### config.mk
export PLATFORM = sky130hd
export DESIGN_NAME = rstseq_ctrl
export DESIGN_NICKNAME = d
export VERILOG_FILES = /design/src/rtl/rstseq_pkg.sv /design/src/rtl/rstseq_sync.sv /design/src/rtl/rstseq_stretch.sv /design/src/rtl/rstseq_fetch_gate.sv /design/src/rtl/rstseq_ctrl.sv
export SDC_FILE = /design/constraint.sdc
export NUM_CORES = 1
export LEC_CHECK = 0
export BUFFER_PORTS_ARGS = -buffer_cell sky130_fd_sc_hd__buf_2
export CORE_ASPECT_RATIO = 0.8
export CORE_UTILIZATION = 50
export CTS_CLUSTER_SIZE = 10
export DETAILED_ROUTE_END_ITERATION = 7
export PLACE_DENSITY = 0.83
export SKIP_LAST_GASP = 1
export SYNTH_ARGS = -nofsm -noshare
export SYNTH_HDL_FRONTEND = slang
export SYNTH_SLANG_ARGS = --single-unit
### constraint.sdc
create_clock -name clk_i -period 2.9 [get_ports clk_i]
set_input_delay 0.58 -clock clk_i [delete_from_list [all_inputs] [get_ports clk_i]]
set_output_delay 0.58 -clock clk_i [all_outputs]
set_load 0.05 [all_outputs]
### src/rtl/rstseq_pkg.sv
package rstseq_pkg;
   typedef enum logic [1:0] {
      CAUSE_PIN  = 2'b01,
      CAUSE_WDOG = 2'b10
   } rst_cause_e;
endpackage

### src/rtl/rstseq_sync.sv
// Release synchronizer: every stage is cleared asynchronously while the
// pin is low and fills with ones, one stage per clock edge, after release.
module rstseq_sync #(
   parameter int STAGES = 2
) (
   input  logic clk_i,
   input  logic arst_n_i,
   output logic rel_o,
   output logic rel_next_o
);
   generate
      if (STAGES < 2) begin : g_bad_stages
         $error("rstseq_sync: STAGES must be at least 2");
      end
   endgenerate

   logic [STAGES-1:0] stage_q;

   generate
      for (genvar i = 0; i < STAGES; i++) begin : g_stage
         logic d;
         if (i == 0) begin : g_head
            assign d = 1'b1;
         end else begin : g_tail
            assign d = stage_q[i-1];
         end
         always_ff @(posedge clk_i or negedge arst_n_i) begin
            if (!arst_n_i) stage_q[i] <= 1'b0;
            else           stage_q[i] <= d;
         end
      end
   endgenerate

   assign rel_o      = stage_q[STAGES-1];
   assign rel_next_o = stage_q[STAGES-2];
endmodule

### src/rtl/rstseq_stretch.sv
// Holds active_o for LEN cycles after an arm pulse; a new arm reloads.
module rstseq_stretch #(
   parameter int LEN = 4
) (
   input  logic clk_i,
   input  logic arst_n_i,
   input  logic arm_i,
   output logic active_o
);
   localparam int CW = $clog2(LEN + 1);

   generate
      if (LEN < 1) begin : g_bad_len
         $error("rstseq_stretch: LEN must be at least 1");
      end
   endgenerate

   logic [CW-1:0] left_q;

   always_ff @(posedge clk_i or negedge arst_n_i) begin
      if (!arst_n_i)           left_q <= '0;
      else if (arm_i)          left_q <= CW'(LEN);
      else if (left_q != '0)   left_q <= left_q - 1'b1;
   end

   assign active_o = (left_q != '0);
endmodule

### src/rtl/rstseq_fetch_gate.sv
// Counts WAIT cycles of hold_i low, then raises a registered enable that
// stays up until hold_i returns.
module rstseq_fetch_gate #(
   parameter int WAIT = 78
) (
   input  logic clk_i,
   input  logic arst_n_i,
   input  logic hold_i,
   output logic en_o
);
   localparam int CW = $clog2(WAIT) + 1;

   generate
      if (WAIT < 1) begin : g_bad_wait
         $error("rstseq_fetch_gate: WAIT must be at least 1");
      end
   endgenerate

   logic [CW-1:0] cnt_q;
   logic          en_q;

   always_ff @(posedge clk_i or negedge arst_n_i) begin
      if (!arst_n_i) begin
         cnt_q <= '0;
         en_q  <= 1'b0;
      end else if (hold_i) begin
         cnt_q <= '0;
         en_q  <= 1'b0;
      end else if (!en_q) begin
         if (cnt_q == CW'(WAIT - 1)) en_q  <= 1'b1;
         else                        cnt_q <= cnt_q + 1'b1;
      end
   end

   assign en_o = en_q;
endmodule

### src/rtl/rstseq_ctrl.sv
module rstseq_ctrl
   import rstseq_pkg::*;
#(
   parameter int SYNC_STAGES  = 2,
   parameter int FETCH_DLY    = 80,
   parameter int WDOG_STRETCH = 4,
   parameter int BOOT_W       = 2
) (
   input  logic              clk_i,
   input  logic              ext_rst_n_i,
   input  logic              wdog_req_i,
   input  logic [BOOT_W-1:0] boot_strap_i,
   input  logic              tri_strap_i,
   output logic              core_rst_n_o,
   output logic              fetch_en_o,
   output logic              clk_out_en_o,
   output logic [BOOT_W-1:0] boot_mode_o,
   output logic              tri_req_o,
   output logic [1:0]        rst_cause_o
);
   localparam int FETCH_WAIT = FETCH_DLY - SYNC_STAGES;

   generate
      if (FETCH_WAIT < 1) begin : g_bad_fetch
         $error("rstseq_ctrl: FETCH_DLY must exceed SYNC_STAGES");
      end
      if (BOOT_W < 1) begin : g_bad_boot
         $error("rstseq_ctrl: BOOT_W must be at least 1");
      end
   endgenerate

   logic pin_rel;
   logic pin_rel_nxt;
   logic wd_accept;
   logic wd_active;
   logic gate_hold;

   rstseq_sync #(.STAGES(SYNC_STAGES)) u_sync (
      .clk_i      (clk_i),
      .arst_n_i   (ext_rst_n_i),
      .rel_o      (pin_rel),
      .rel_next_o (pin_rel_nxt)
   );

   // Pin priority: a watchdog request counts only once the pin release is done.
   assign wd_accept = wdog_req_i & pin_rel;

   rstseq_stretch #(.LEN(WDOG_STRETCH)) u_wd (
      .clk_i    (clk_i),
      .arst_n_i (ext_rst_n_i),
      .arm_i    (wd_accept),
      .active_o (wd_active)
   );

   assign core_rst_n_o = pin_rel & ~wd_active;
   assign gate_hold    = ~core_rst_n_o | wd_accept;

   rstseq_fetch_gate #(.WAIT(FETCH_WAIT)) u_gate (
      .clk_i    (clk_i),
      .arst_n_i (ext_rst_n_i),
      .hold_i   (gate_hold),
      .en_o     (fetch_en_o)
   );

   // Strap capture on the edge that completes a pin release.
   always_ff @(posedge clk_i or negedge ext_rst_n_i) begin
      if (!ext_rst_n_i) begin
         boot_mode_o <= '0;
         tri_req_o   <= 1'b0;
      end else if (pin_rel_nxt && !pin_rel) begin
         boot_mode_o <= boot_strap_i;
         tri_req_o   <= tri_strap_i;
      end
   end

   always_ff @(posedge clk_i or negedge ext_rst_n_i) begin
      if (!ext_rst_n_i)   rst_cause_o <= CAUSE_PIN;
      else if (wd_accept) rst_cause_o <= CAUSE_WDOG;
   end

   assign clk_out_en_o = 1'b1;
endmodule

==> flow_metrics.env <==
export IMPL_r2r_end="u_gate.cnt_q[4]"
export IMPL_startpoint_type="flop"
export IMPL_hp_class="input pin to asynchronous set/reset pin"
export IMPL_grt_max_degree=20
export IMPL_power_internal_mw=0.4190
export IMPL_synth_edf_count=0
export IMPL_grt_pass1_vias=644
export IMPL_syn_area_um2=927.1
export IMPL_clkLatencyLatePin_ps=300
export IMPL_crit_slowest_cell="dfrtp_1"
export IMPL_dpl_worst_slack_ps=916.0
export IMPL_end_kind="output pin"
export IMPL_vias_per_cell=5.557
export IMPL_drtIter0Drc=12
export IMPL_post_drt_wl_per_cell_um=13.45
export IMPL_numCtsBuffers=3
export IMPL_crit_fanout=5
export IMPL_power_share_clock_pct=21.6
export IMPL_period_needed_ps=2315
export IMPL_postSynthCellCount=84
export IMPL_synth_area_top_cells="dfrtp_1 49%, ha_1 5.4%, a21oi_1 4.9%"
export IMPL_die_w_um=50.15
export IMPL_gp_congestion=0.8152
export IMPL_rsz0062_at_grt="no"
export IMPL_crit_required_ps=2320
export IMPL_drcViolationCount=0
export IMPL_layout_nets=111
export IMPL_switching_share_pct=34.56
export IMPL_hold_viol_final=0
export IMPL_ctsLongestPathBuffers=2
export IMPL_final_layout_size_suffix_gt1_share_pct=24.00
export IMPL_ys_async_sr_fraction_pct=100.0
export IMPL_coreArea_um2=1675
export IMPL_yosys_area_top_type="dfrtp_1"
export IMPL_skew_ps=3.545
export IMPL_slew_violations=0
export IMPL_worstPathCellList="inv_1 > ha_1 > nor2b_1 > and2_1 > buf_2"
export IMPL_htree_levels=1
export IMPL_fin_crit_sh_pct=79.83
export IMPL_final_cell_area_um2=1041
export IMPL_setup_tns_ps=0
export IMPL_power_density_nw_per_um2=615.0
export IMPL_ys_types=30
export IMPL_outcome="finished clean"
export IMPL_die_area_um2=2032
export IMPL_ys_seq_area_share_pct=51.42
export IMPL_cap_violations=0
export IMPL_avgSynthCellArea_um2=11.04
export IMPL_dr_pass1_iters=5
export IMPL_setup_viol_count_final=0
export IMPL_critPathLaunch="u_wd.left_q[0]"
export IMPL_endpoint="core_rst_n_o"
export IMPL_num_fill_cells=153
export IMPL_cts_resized_gates=0
export IMPL_io_pins=14
export IMPL_worstSetupPathType="flop to output pin"
export IMPL_cts_tree="yes"
export IMPL_diodes=0
export IMPL_clk_pin_slew_worst_paths_ps=110
export IMPL_die_h_um=40.52
export IMPL_root_buffer="clkbuf_4"
export IMPL_r2r_cells=4
export IMPL_synth_flop_cell="dfrtp_1"
export IMPL_portBuffers=12
export IMPL_seqPwrFrac_pct=48.9
export IMPL_synth_most_common_cell="dfrtp_1"
export IMPL_reg2reg_slack_ps=1280
export IMPL_placed_area_um2=1011
export IMPL_synthTopCellsByCount="18 x dfrtp_1, 9 x a21oi_1, 6 x inv_1, 6 x nand2_1, 5 x nand2b_1"
export IMPL_cts_hold_buffers_added=0
export IMPL_rows=13
export IMPL_gr_total_overflow=0
export IMPL_post_cts_buffers=0
export IMPL_grt_util_all_layers_pct=20.88
export IMPL_worst_slack_ps=585.0
export IMPL_r2r_start="u_gate.cnt_q[0]"
export IMPL_timing_fmax_mhz=432.0
export IMPL_vdd_drop_max_mv=0.4947
export IMPL_grt_pass1_wl_mm=2.849
export IMPL_cp_data_arrival_time_ps=1730
export IMPL_leakagePower_nw=0.4815
export IMPL_start_util_pct=55.34
export IMPL_antenna_found_initial=0
export IMPL_p_switching_mw=0.2213
export IMPL_cts_sinks=19
export IMPL_synth_top_area_share_pct=48.58
export IMPL_num_vias=678
export IMPL_yosysWarnings=0
export IMPL_critical_path_max_stage_delay_ps=370
export IMPL_synth_seq_cells=19
export IMPL_area_delta_synth_final_pct=12.28
export IMPL_routed_wl_mm=1.641
export IMPL_drt_antenna_violating_nets=0
export IMPL_p_comb_share_pct=29.5
[metal layers]
layer	up-vias	wire, µm	track usage, %
li1	326	-	-
met1	332	675	21.93
met2	18	860	36.67
met3	2	89	9.091
met4	0	14	11.43
met5	-	0	0
[state kept, by name (all words and copies together), names as in the netlist]
register           cells
u_sync.rel_next_o      1
tri_req_o              1
rst_cause_o            2
u_gate.cnt_q           8
u_sync.rel_o           1
u_wd.left_q            3
u_gate.en_o            1
boot_mode_o            2
[worst min path at each step]
stage | from | to | slack (ps)
finish | ext_rst_n_i | u_gate.cnt_q[6] | 190
global route | ext_rst_n_i | u_gate.en_o | 210
CTS | ext_rst_n_i | u_gate.en_o | 200
detailed placement | u_sync.rel_next_o | u_sync.rel_o | 350
global placement | u_sync.rel_next_o | u_sync.rel_o | 350
floorplan | ext_rst_n_i | boot_mode_o[0] | 280
[critical path, delay by kind of cell (launching register included)]
family / cells / cell delay, ps
fa+ha+maj: 1 / 190
buf+inv: 2 / 350
flops: 1 / 370
simple gates: 2 / 510
[cells in the final DEF (no fill, tap or decap), drive strengths merged]
cell type | Yosys | layout
nand2 | 6 | 6
dfstp | 1 | 1
nor2b | 3 | 3
nor3b | 1 | 1
nand3 | 1 | 1
nand3b | 1 | 1
nand2b | 5 | 5
or4 | 3 | 3
or3 | 1 | 1
ha | 4 | 4
mux2i | 2 | 2
clkbuf | 0 | 3
and4bb | 2 | 2
xnor2 | 1 | 1
conb | 1 | 2
and2b | 1 | 1
a21oi | 9 | 9
clkinvlp | 0 | 1
inv | 6 | 6
o31ai | 2 | 2
dfrtp | 18 | 18
nand4b | 1 | 1
buf | 1 | 12
nor2 | 1 | 1
a221oi | 1 | 1
o21ai | 4 | 4
and4b | 1 | 1
and2 | 2 | 2
a31oi | 1 | 1
and3b | 1 | 1
mux2 | 3 | 3
[stage by stage]
stage	total power, mW	hold WS (ps)	std cells	utilization, %
final	0.6403	189.7	122	62.14
after detailed placement	0.5107	354.8	118	60.34
after CTS	0.6518	199.4	122	62.14
after global routing	0.6845	214.1	122	62.14
after global placement	0.4897	350.8	118	60.34
after floorplan	0.4571	284.4	85	-
[kinds of logic after synthesis]
group | share of synthesized area (%)
other cells | 0.4045
xor+xnor | 0.9448
buf+inv | 3.239
fa+ha+maj | 5.398
mux | 5.803
compound gates | 10.26
flops | 51.42
simple gates | 22.54
[layout make-up]
cell class	count	area (µm²)	share of cell area, %
Tap cell	22	27.53	2.644
Sequential cell	19	476.7	45.79
Inverter	6	22.52	2.163
Clock inverter	1	7.507	0.7212
Timing Repair Buffer	12	60.06	5.769
Multi-Input combinational cell	59	424.2	40.75
Clock buffer	3	22.52	2.163
[power by group through the flow]
stage               sequential [mW]  clock [mW]  combinational [mW]
floorplan                     0.337           0               0.120
global placement              0.316           0               0.173
detailed placement            0.319           0               0.192
CTS                           0.313       0.146               0.193
global route                  0.319       0.153               0.212
finish                        0.313       0.138               0.189
(Power assumes the default switching activity.)
